**config.mk**
```make
export PLATFORM = sky130hd
export DESIGN_NAME = uart_regfile
export DESIGN_NICKNAME = d
export VERILOG_FILES = /design/src/rtl/uart_rf_pkg.sv /design/src/rtl/rx_queue.sv /design/src/rtl/irq_unit.sv /design/src/rtl/tx_port.sv /design/src/rtl/uart_regfile.sv
export SDC_FILE = /design/constraint.sdc
export NUM_CORES = 1
export LEC_CHECK = 0
export BUFFER_PORTS_ARGS = -buffer_cell sky130_fd_sc_hd__buf_2
export CELL_PAD_IN_SITES_DETAIL_PLACEMENT = 1
export CELL_PAD_IN_SITES_GLOBAL_PLACEMENT = 1
export CORE_MARGIN = 5
export CORE_UTILIZATION = 45
export DETAILED_ROUTE_END_ITERATION = 10
export HOLD_SLACK_MARGIN = 0.05
export PLACE_DENSITY = 0.78
export SYNTH_ARGS = -nofsm -noshare
export SYNTH_HDL_FRONTEND = slang
export SYNTH_SLANG_ARGS = --single-unit
```
**constraint.sdc**
```tcl
create_clock -name clk -period 3.6 [get_ports clk]
set_clock_uncertainty 0.15 [all_clocks]
set_input_delay 0 -clock clk [delete_from_list [all_inputs] [get_ports clk]]
set_output_delay 0 -clock clk [all_outputs]
set_load 0.05 [all_outputs]
```
**src/rtl/uart_rf_pkg.sv**
```systemverilog
// Package: shared constants, register select type and address decode for the
// serial port register file. Assumes byte addresses with word-aligned access.
package uart_rf_pkg;

    localparam int ADDR_W  = 12;
    localparam int DATA_W  = 32;
    localparam int ENTRY_W = 12;
    localparam int NUM_INT = 11;

    // Interrupt and flag bit positions
    localparam int IRQ_RX_BIT  = 4;
    localparam int IRQ_TX_BIT  = 5;
    localparam int FLG_RXE_BIT = 4;
    localparam int FLG_TXF_BIT = 5;
    localparam int FLG_RXF_BIT = 6;
    localparam int FLG_TXE_BIT = 7;
    localparam int LINE_QEN_BIT = 4;

    localparam logic [ENTRY_W-1:0] BREAK_ENTRY = 12'h400;

    // Widths of plain storage registers
    localparam int LPWR_W  = 8;
    localparam int BAUDI_W = 16;
    localparam int BAUDF_W = 6;
    localparam int LINE_W  = 8;
    localparam int CTRL_W  = 16;
    localparam int LVL_W   = 6;
    localparam int DMA_W   = 3;

    localparam logic [CTRL_W-1:0] CTRL_RST = 16'h0300;
    localparam logic [LVL_W-1:0]  LVL_RST  = 6'h12;

    typedef enum logic [3:0] {
        SEL_NONE, SEL_DATA, SEL_FLAG, SEL_LPWR, SEL_BAUDI, SEL_BAUDF,
        SEL_LINE, SEL_CTRL, SEL_LVL, SEL_MASK, SEL_RAW, SEL_MSTAT,
        SEL_CLR, SEL_DMA, SEL_ID
    } reg_sel_e;

    // Map a byte offset to a register select
    function automatic reg_sel_e decode_addr(input logic [ADDR_W-1:0] a);
        reg_sel_e s;
        if (a[ADDR_W-1:5] == 7'h7F) begin
            s = SEL_ID;
        end else begin
            case (a[ADDR_W-1:2])
                10'h000: s = SEL_DATA;
                10'h006: s = SEL_FLAG;
                10'h008: s = SEL_LPWR;
                10'h009: s = SEL_BAUDI;
                10'h00A: s = SEL_BAUDF;
                10'h00B: s = SEL_LINE;
                10'h00C: s = SEL_CTRL;
                10'h00D: s = SEL_LVL;
                10'h00E: s = SEL_MASK;
                10'h00F: s = SEL_RAW;
                10'h010: s = SEL_MSTAT;
                10'h011: s = SEL_CLR;
                10'h012: s = SEL_DMA;
                default: s = SEL_NONE;
            endcase
        end
        return s;
    endfunction

endpackage

```
**src/rtl/rx_queue.sv**
```systemverilog
// Circular receive queue with a capacity of DEPTH or 1, picked by q_en.
// Reports stores that hit the trigger level and reads that drop below it.
// Assumes push_req and pop_req are already qualified by the caller's decode.
module rx_queue
    import uart_rf_pkg::*;
#(
    parameter int DEPTH = 16,
    parameter int TRIG  = 1,
    localparam int PW = $clog2(DEPTH),
    localparam int CW = $clog2(DEPTH + 1)
) (
    input  logic               clk,
    input  logic               rst_n,
    input  logic               q_en,
    input  logic               push_req,
    input  logic [ENTRY_W-1:0] push_data,
    input  logic               pop_req,
    output logic [ENTRY_W-1:0] head,
    output logic [CW-1:0]      count,
    output logic               full,
    output logic               push_done,
    output logic               trig_hit,
    output logic               trig_drop
);

    logic [ENTRY_W-1:0] mem [DEPTH];
    logic [PW-1:0]      rd_ptr, wr_ptr;
    logic [CW-1:0]      cap, count_nxt;
    logic               pop_done;

    function automatic logic [PW-1:0] bump(input logic [PW-1:0] p);
        return (p == PW'(DEPTH - 1)) ? '0 : p + 1'b1;
    endfunction

    // Capacity, handshake and next-count evaluation
    always_comb begin
        cap       = q_en ? CW'(DEPTH) : CW'(1);
        full      = (count >= cap);
        push_done = push_req && !full;
        pop_done  = pop_req && (count != '0);
        count_nxt = count + CW'(push_done) - CW'(pop_done);
        trig_hit  = push_done && (count_nxt == CW'(TRIG));
        trig_drop = pop_done && (count_nxt == CW'(TRIG - 1));
        head      = mem[rd_ptr];
    end

    // Pointer and occupancy registers
    always_ff @(posedge clk) begin
        if (!rst_n) begin
            rd_ptr <= '0;
            wr_ptr <= '0;
            count  <= '0;
        end else begin
            if (push_done) wr_ptr <= bump(wr_ptr);
            if (pop_done)  rd_ptr <= bump(rd_ptr);
            count <= count_nxt;
        end
    end

    // Entry storage, written on every accepted store
    always_ff @(posedge clk) begin
        if (push_done) mem[wr_ptr] <= push_data;
    end

endmodule

```
**src/rtl/irq_unit.sv**
```systemverilog
// Raw interrupt status with write-one-to-clear, the mask register and the
// combined request. A set in the same cycle as a clear wins.
module irq_unit #(
    parameter int NI = 11
) (
    input  logic          clk,
    input  logic          rst_n,
    input  logic [NI-1:0] set_vec,
    input  logic [NI-1:0] clr_vec,
    input  logic          mask_wr,
    input  logic [NI-1:0] mask_wdata,
    output logic [NI-1:0] raw,
    output logic [NI-1:0] mask,
    output logic [NI-1:0] masked,
    output logic          irq
);

    // Raw status update: clear first, then events
    always_ff @(posedge clk) begin
        if (!rst_n) raw <= '0;
        else        raw <= (raw & ~clr_vec) | set_vec;
    end

    // Mask register storage
    always_ff @(posedge clk) begin
        if (!rst_n)       mask <= '0;
        else if (mask_wr) mask <= mask_wdata;
    end

    // Masked view and request line
    always_comb begin
        masked = raw & mask;
        irq    = |masked;
    end

endmodule

```
**src/rtl/tx_port.sv**
```systemverilog
// One-byte transmit holding stage on a valid/ready stream. A new load
// replaces any pending byte; a handshake empties the stage.
module tx_port #(
    parameter int BW = 8
) (
    input  logic          clk,
    input  logic          rst_n,
    input  logic          load,
    input  logic [BW-1:0] load_byte,
    input  logic          tx_ready,
    output logic          tx_valid,
    output logic [BW-1:0] tx_data
);

    // Pending flag and data hold
    always_ff @(posedge clk) begin
        if (!rst_n) begin
            tx_valid <= 1'b0;
            tx_data  <= '0;
        end else if (load) begin
            tx_valid <= 1'b1;
            tx_data  <= load_byte;
        end else if (tx_valid && tx_ready) begin
            tx_valid <= 1'b0;
        end
    end

endmodule

```
**src/rtl/uart_regfile.sv**
```systemverilog
// Register file of a serial port: bus decode, receive queue, flags,
// interrupts, transmit hand-off and identification bytes.
// Assumes one bus access per cycle; reads are combinational, side effects
// land at the next rising edge.
module uart_regfile
    import uart_rf_pkg::*;
#(
    parameter int          DEPTH    = 16,
    parameter logic [63:0] ID_BYTES = 64'hB105_F00D_0014_1011,
    localparam int CW = $clog2(DEPTH + 1)
) (
    input  logic              clk,
    input  logic              rst_n,
    input  logic              bus_sel,
    input  logic              bus_write,
    input  logic [ADDR_W-1:0] bus_addr,
    input  logic [DATA_W-1:0] bus_wdata,
    output logic [DATA_W-1:0] bus_rdata,
    input  logic              rx_valid,
    output logic              rx_ready,
    input  logic [7:0]        rx_byte,
    input  logic [3:0]        rx_err,
    input  logic              brk_evt,
    output logic              tx_valid,
    input  logic              tx_ready,
    output logic [7:0]        tx_data,
    output logic              irq
);

    reg_sel_e           sel;
    logic               wr_acc, rd_acc;
    logic               data_wr, data_rd, clr_wr;
    logic [LPWR_W-1:0]  lpwr_q;
    logic [BAUDI_W-1:0] baudi_q;
    logic [BAUDF_W-1:0] baudf_q;
    logic [LINE_W-1:0]  line_q;
    logic [CTRL_W-1:0]  ctrl_q;
    logic [LVL_W-1:0]   lvl_q;
    logic [DMA_W-1:0]   dma_q;
    logic               q_en;
    logic               push_req, push_w, q_full, trig_hit, trig_drop;
    logic [ENTRY_W-1:0] push_data, head;
    logic [CW-1:0]      count_w;
    logic [NUM_INT-1:0] set_vec, clr_vec, raw_w, mask_w, masked_w;
    logic [7:0]         flags;
    logic [7:0]         id_byte;

    // Access decode
    always_comb begin
        sel     = decode_addr(bus_addr);
        wr_acc  = bus_sel && bus_write;
        rd_acc  = bus_sel && !bus_write;
        data_wr = wr_acc && (sel == SEL_DATA);
        data_rd = rd_acc && (sel == SEL_DATA);
        clr_wr  = wr_acc && (sel == SEL_CLR);
    end

    // Plain storage registers
    always_ff @(posedge clk) begin
        if (!rst_n) begin
            lpwr_q  <= '0;
            baudi_q <= '0;
            baudf_q <= '0;
            line_q  <= '0;
            ctrl_q  <= CTRL_RST;
            lvl_q   <= LVL_RST;
            dma_q   <= '0;
        end else if (wr_acc) begin
            case (sel)
                SEL_LPWR:  lpwr_q  <= bus_wdata[LPWR_W-1:0];
                SEL_BAUDI: baudi_q <= bus_wdata[BAUDI_W-1:0];
                SEL_BAUDF: baudf_q <= bus_wdata[BAUDF_W-1:0];
                SEL_LINE:  line_q  <= bus_wdata[LINE_W-1:0];
                SEL_CTRL:  ctrl_q  <= bus_wdata[CTRL_W-1:0];
                SEL_LVL:   lvl_q   <= bus_wdata[LVL_W-1:0];
                SEL_DMA:   dma_q   <= bus_wdata[DMA_W-1:0];
                default:   ;
            endcase
        end
    end

    // Receive side: break entry overrides an offered character
    always_comb begin
        q_en      = line_q[LINE_QEN_BIT];
        push_req  = brk_evt || rx_valid;
        push_data = brk_evt ? BREAK_ENTRY : {rx_err, rx_byte};
        rx_ready  = !q_full && !brk_evt;
    end

    rx_queue #(
        .DEPTH (DEPTH),
        .TRIG  (1)
    ) rxq_i (
        .clk       (clk),
        .rst_n     (rst_n),
        .q_en      (q_en),
        .push_req  (push_req),
        .push_data (push_data),
        .pop_req   (data_rd),
        .head      (head),
        .count     (count_w),
        .full      (q_full),
        .push_done (push_w),
        .trig_hit  (trig_hit),
        .trig_drop (trig_drop)
    );

    // Interrupt event and clear vectors
    always_comb begin
        set_vec = '0;
        set_vec[IRQ_RX_BIT] = trig_hit;
        set_vec[IRQ_TX_BIT] = data_wr;
        clr_vec = clr_wr ? bus_wdata[NUM_INT-1:0] : '0;
        clr_vec[IRQ_RX_BIT] = clr_vec[IRQ_RX_BIT] | trig_drop;
    end

    irq_unit #(
        .NI (NUM_INT)
    ) irq_i (
        .clk        (clk),
        .rst_n      (rst_n),
        .set_vec    (set_vec),
        .clr_vec    (clr_vec),
        .mask_wr    (wr_acc && (sel == SEL_MASK)),
        .mask_wdata (bus_wdata[NUM_INT-1:0]),
        .raw        (raw_w),
        .mask       (mask_w),
        .masked     (masked_w),
        .irq        (irq)
    );

    tx_port #(
        .BW (8)
    ) tx_i (
        .clk       (clk),
        .rst_n     (rst_n),
        .load      (data_wr),
        .load_byte (bus_wdata[7:0]),
        .tx_ready  (tx_ready),
        .tx_valid  (tx_valid),
        .tx_data   (tx_data)
    );

    // Status flag assembly
    always_comb begin
        flags = '0;
        flags[FLG_RXE_BIT] = (count_w == '0);
        flags[FLG_RXF_BIT] = q_full;
        flags[FLG_TXE_BIT] = !tx_valid;
        flags[FLG_TXF_BIT] = tx_valid;
        id_byte = ID_BYTES[{bus_addr[4:2], 3'b000} +: 8];
    end

    // Read data multiplexer
    always_comb begin
        bus_rdata = '0;
        case (sel)
            SEL_DATA:  bus_rdata[ENTRY_W-1:0] = head;
            SEL_FLAG:  bus_rdata[7:0]         = flags;
            SEL_LPWR:  bus_rdata[LPWR_W-1:0]  = lpwr_q;
            SEL_BAUDI: bus_rdata[BAUDI_W-1:0] = baudi_q;
            SEL_BAUDF: bus_rdata[BAUDF_W-1:0] = baudf_q;
            SEL_LINE:  bus_rdata[LINE_W-1:0]  = line_q;
            SEL_CTRL:  bus_rdata[CTRL_W-1:0]  = ctrl_q;
            SEL_LVL:   bus_rdata[LVL_W-1:0]   = lvl_q;
            SEL_MASK:  bus_rdata[NUM_INT-1:0] = mask_w;
            SEL_RAW:   bus_rdata[NUM_INT-1:0] = raw_w;
            SEL_MSTAT: bus_rdata[NUM_INT-1:0] = masked_w;
            SEL_DMA:   bus_rdata[DMA_W-1:0]   = dma_q;
            SEL_ID:    bus_rdata[7:0]         = id_byte;
            default:   bus_rdata = '0;
        endcase
    end

endmodule

```
# Yosys cells after proc, flatten, opt, wreduce, memory -nomap -nowiden
# Memories as Yosys holds them, arrays and structs flattened. A register that Yosys moved wholly into a read port is not among the register bits.
# Index checks and enable logic that the tools add are counted.
# classes
n_reduce_logical,30
mux,19
n_addsub,4
shift,1
n_bitwise,5
n_eq_ne,18
n_lt_le_gt_ge,1
# op_table
cell,count
3-bit case mux with 12 select lines,2
64-bit by 7-bit variable part select with 8-bit output (first input constant),1
4-bit == test (second input constant),9
4-bit two-way mux,6
11-bit AND,2
2-bit case mux with 10 select lines,1
3-bit case mux with 6 select lines,1
4-bit by 3-bit == test with 1-bit output (second input constant),4
5-bit zero test,3
2-bit AND reduction,7
1-bit logical AND,12
12-bit two-way mux,1
11-bit two-way mux,1
11-bit inverter,1
11-bit by 6-bit bitwise OR with 11-bit output,1
11-bit OR reduction,1
4-bit by 1-bit adder with 4-bit output (second input constant),2
4-bit by 2-bit == test with 1-bit output (second input constant),2
4-bit case mux with 2 select lines,1
7-bit == test (second input constant),1
5-bit by 1-bit adder with 5-bit output,1
5-bit by 1-bit == test with 1-bit output (second input constant),1
5-bit >= comparator,1
5-bit two-way mux,1
9 further kinds,15
# totals
mem_bits_ro,128
n_memories,2
reg_bits,107
ramBits,192
out_inout_bits,43
# mem_list
name,words,word_bits,rd,rd_ports_with_merged_regs,wr,line_no,text
rxq_i.mem,16,12,1,1,1,rx_queue.sv:26,logic [ENTRY_W-1:0] mem [DEPTH];
(no name shown),32,4,1,0,0,uart_rf_pkg.sv:45,case (a[ADDR_W-1:2])

# Longest topological paths before layout
# logic_depth
word_depth,13
mapped_depth,20
ltp_nobuf,18

# Cells and area by module
# From an unflattened synthesis, not the netlist that was laid out.
# hier_totals
hier_cells,1047
hier_area_um2,13774.5
# by_module_without_submodules
module,n_inst,area_per_inst_um2,cells_per_inst
rx_queue,1,8365.5,419
uart_regfile,1,4177.8,515
irq_unit,1,895.9,85
tx_port,1,335.3,28

# Least setup slack after synthesis
# No wires, ideal clock.
# synth_path
path_kind,input to register
start,input bus_addr[2]
end,register irq_i.raw[4]
slack_ps,93
path_stages,20
t_arrival_ps,3237
path_buffers,3
required_ps,3330
setup_ps,120
cell_sequence,inv_1 > ha_1 > nor4bb_1 > or3_1 > buf_2 > or3_1 > buf_2 > nor2_4 > buf_2 > nand3_1 > nand2_1 > ha_1 > inv_1 > fa_1 > o21bai_1 > a21oi_1 > xnor2_1 > nand3_1 > nor3_1 > o22ai_1
# synth_via
elab_chain_len,13
# synth_rtl
item,line_no,text
from (decl),uart_regfile.sv:16,"input logic [ADDR_W-1:0] bus_addr,"
memory 32 x 4 bit *,-,
4-bit two-way mux *,uart_rf_pkg.sv:45,
4-bit two-way mux *,uart_rf_pkg.sv:42,if (a[ADDR_W-1:5] == 7'h7F) begin
4-bit by 1-bit == test with 1-bit output,uart_regfile.sv:54,data_rd = rd_acc && (sel == SEL_DATA);
1-bit logical AND,uart_regfile.sv:54,
1-bit logical AND,rx_queue.sv:40,pop_done = pop_req && (count != '0);
5-bit by 1-bit subtractor with 5-bit output,rx_queue.sv:41,count_nxt = count + CW'(push_done) - CW'(pop_done);
5-bit zero test,rx_queue.sv:43,trig_drop = pop_done && (count_nxt == CW'(TRIG - 1));
1-bit logical AND,rx_queue.sv:43,
1-bit bitwise OR,uart_regfile.sv:114,clr_vec[IRQ_RX_BIT] = clr_vec[IRQ_RX_BIT] | trig_drop;
11-bit inverter,irq_unit.sv:21,else raw <= (raw & ~clr_vec) | set_vec;
11-bit AND,irq_unit.sv:21,
11-bit by 6-bit bitwise OR with 11-bit output *,irq_unit.sv:21,
to (signal assigned),irq_unit.sv:21,
to (decl),irq_unit.sv:12,"output logic [NI-1:0] raw,"
# Mark *: on every way between the ends. The rest lies on a longest branch, timed or not.
# A chain may end at the register's enable or synchronous reset.

==> flow_metrics.tcl <==
set metrics [dict create \
    wl_um 37010 \
    slowest_delay_ns 0.53 \
    initial_utilization 0.4528 \
    synth_edf_count 192 \
    vias_per_cell 5.685 \
    firstDrtPassIters 5 \
    rsz0062_at_grt "false" \
    place_congestion 0.8933 \
    arrival_ns 3.23 \
    via_count 8886 \
    async_flop_share 0 \
    cp.required_ns 3.45 \
    insertion_delay_ns 0.57 \
    syn_inst 1011 \
    worst-setup-path-type "reg -> out" \
    drcViolationCount 0 \
    ys_ff_latch 303 \
    overflow 0 \
    ant_nets 0 \
    die_h_um 182 \
    ys_top_cells_by_count "edfxtp_1, nand2_1, dfxtp_1" \
    clock_path_buffers 3 \
    multi_input_area_um2 4971 \
    rows 63 \
    wl_per_cell_um 23.68 \
    dieArea_um2 33120 \
    critPathSlowestCell "dfxtp_4" \
    synth_area_um2 13310 \
    cts_buffers 30 \
    synthTopCellsByArea "edfxtp_1, dfxtp_1, mux4_2" \
    hold_violations 0 \
    crit_chain "buf_4 -> mux4_2 -> nor2b_1 -> a211oi_1 -> a211oi_1 -> a311oi_1 -> nand3_1 -> buf_2" \
    cts_tree "done" \
    grtUsageTotal 0.2201 \
    tns_ns 0 \
    final_util 0.5363 \
    layout-drive-gt1-share 0.2157 \
    grt_max_degree 66 \
    synth_flop_cell "edfxtp_1" \
    core_um2 29400 \
    fin_crit_ns 3.375 \
    die_x_um 182 \
    drt_iter0_drc 704 \
    fill_cells 2978 \
    register_area_um2 7995 \
    port_buffers 71 \
    worst_pin_slew_ns 1.143 \
    maxCapViolCount 0 \
    synth_most_common_cell "edfxtp_1" \
    end_kind "output port" \
    start_kind "flop" \
    max_freq_mhz 296.3 \
    finalCritPeriodShare 0.9376 \
    io_pins 106 \
    cts_root_buf "clkbuf_16" \
    clock-sinks 303 \
    htreeDepth 1 \
    crit_path_max_fanout 21 \
    synth_area_per_cell_um2 13.17 \
    hpwl_um 24210 \
    pwr_density_cell_nw_per_um2 523.2 \
    hp-class "in -> reg" \
    slew_violations 0 \
    yosysTopAreaCell "edfxtp_1" \
    ys_seq_area_frac 0.6000 \
    setup_viol_count_final 0 \
    diodes 0 \
    grt_pass1_vias 9426 \
    layout-area-overhead-vs-synth_pct 18.44 \
    cpMostUsedCell "a211oi_1" \
    fin_nets 1233 \
    peakVddDrop_v 0.0004087 \
    clk_pin_slew_worst_paths_ns 0.06 \
    grt_pass1_wl_um 56900 \
    ys_types 71 \
    slew_headroom 0.2367 \
    yosysWarnings 0 \
    leakage_nw 5.356 \
    antenna_found_initial 0 \
    synth_top_area_frac 0.4331 \
    status "completed" \
]
[worst paths after layout]
check | start | depth (start not counted) | endpoint | slack [ns]
hold / removal | bus_wdata[8] | 3 | irq_i.raw[8]$_SDFF_PN0_ | 0.08
setup reg to reg | rxq_i.count[3]$_SDFF_PN0_ | 15 | irq_i.raw[4]$_SDFF_PN0_ | 0.28
setup / recovery | flop | 8 | bus_rdata[6] | 0.22
hold reg to reg | lpwr_q[6]$_SDFFE_PN0P_ | 2 | lpwr_q[6]$_SDFFE_PN0P_ | 0.31
[layout by cell type (no fill, tap or decap), types with 11 or more instances in the layout]
cell type	netlist	final
a211oi_1	11	11
a21boi_0	29	29
a21oi_1	34	34
and2_1	11	11
buf_2	17	71
buf_4	17	61
clkbuf_16	0	30
conb_1	1	16
dfxtp_1	111	109
dlygate4sd3_1	0	38
edfxtp_1	192	192
ha_1	19	19
inv_1	16	16
mux2i_1	60	60
mux4_2	53	53
nand2_1	114	114
nand3_1	23	23
nor2_1	34	34
nor2b_1	74	74
[power breakdown]
group	total (mW)	switching (mW)	internal (mW)
clock network	3.23	1.36	1.87
logic	1.10	0.662	0.434
registers	3.93	0.0722	3.85
total	8.25	2.10	6.15
[per-layer routing]
metal	global-route usage	vias up	wire length, um
met5	0	-	0
met4	0.05704	0	878
met3	0.03345	68	2043
met2	0.3816	301	18460
met1	0.2910	4505	15620
li1	-	4012	-
[logic make-up (layout without fill, tap and decap cells)]
kind of cell               count (synthesis)  after routing  share of synthesized area
buffers and inverters                     96            243                    0.03346
DFF                                      303            303                     0.6000
and+or+nand+nor                          312            312                     0.1196
xor gates and xnor gates                   8              8                   0.005263
other                                      1             16                  0.0002817
AOI/OAI and AO/OA                        157            157                    0.08637
muxes                                    114            114                     0.1356
adders and majority gates                 20             20                    0.01936
[layout make-up]
cell class,instances,share of cell area
sequential,303,0.5071
tap,390,0.03095
multi-input combinational,627,0.3153
clock buffer,37,0.05055
clock inverter,18,0.01412
timing repair buffer,172,0.07824
inverter,16,0.003809
[critical path: cells and delay by family (launching register included)]
family / cells / cell delay (ns)
mux: 1 / 0.36
compound gates: 3 / 0.78
flops: 1 / 0.53
simple gates: 2 / 0.34
buf+inv: 2 / 0.65
[registers in the layout (all words and copies together), names as in the netlist, named ones only]
| signal | count |
|---|---|
| tx_i.tx_valid | 1 |
| lvl_q | 6 |
| irq_i.mask | 11 |
| lpwr_q | 8 |
| rxq_i.wr_ptr | 4 |
| dma_q | 3 |
| baudf_q | 6 |
| tx_i.tx_data | 8 |
| rxq_i.mem | 192 |
| line_q | 8 |
| rxq_i.rd_ptr | 4 |
| ctrl_q | 16 |
| rxq_i.count | 5 |
| baudi_q | 16 |
| irq_i.raw | 11 |
[metrics by stage]
stage | hold slack [ns] | cells | instance area, um^2 | total power, mW | setup WS, ns
detailed placement | 0.08556 | 1463 | 14290 | 5.059 | 0.01767
floorplan | -0.06295 | 1026 | 13370 | 4.678 | 0.09323
CTS | 0.05222 | 1556 | 15690 | 8.301 | 0.04342
global route | 0.09828 | 1563 | 15770 | 8.600 | 0.01594
finish | 0.08420 | 1563 | 15770 | 8.250 | 0.2246
global placement | 0.07375 | 1463 | 14290 | 5.012 | 0.1727
[what timing repair did]
action,4_1_cts,5_1_grt
hold endpoints to repair,302,0
setup buffers,0,7
hold buffers,38,0
endpoints found under the setup margin,0,3
resized for setup,0,2
(Power assumes the default switching activity.)
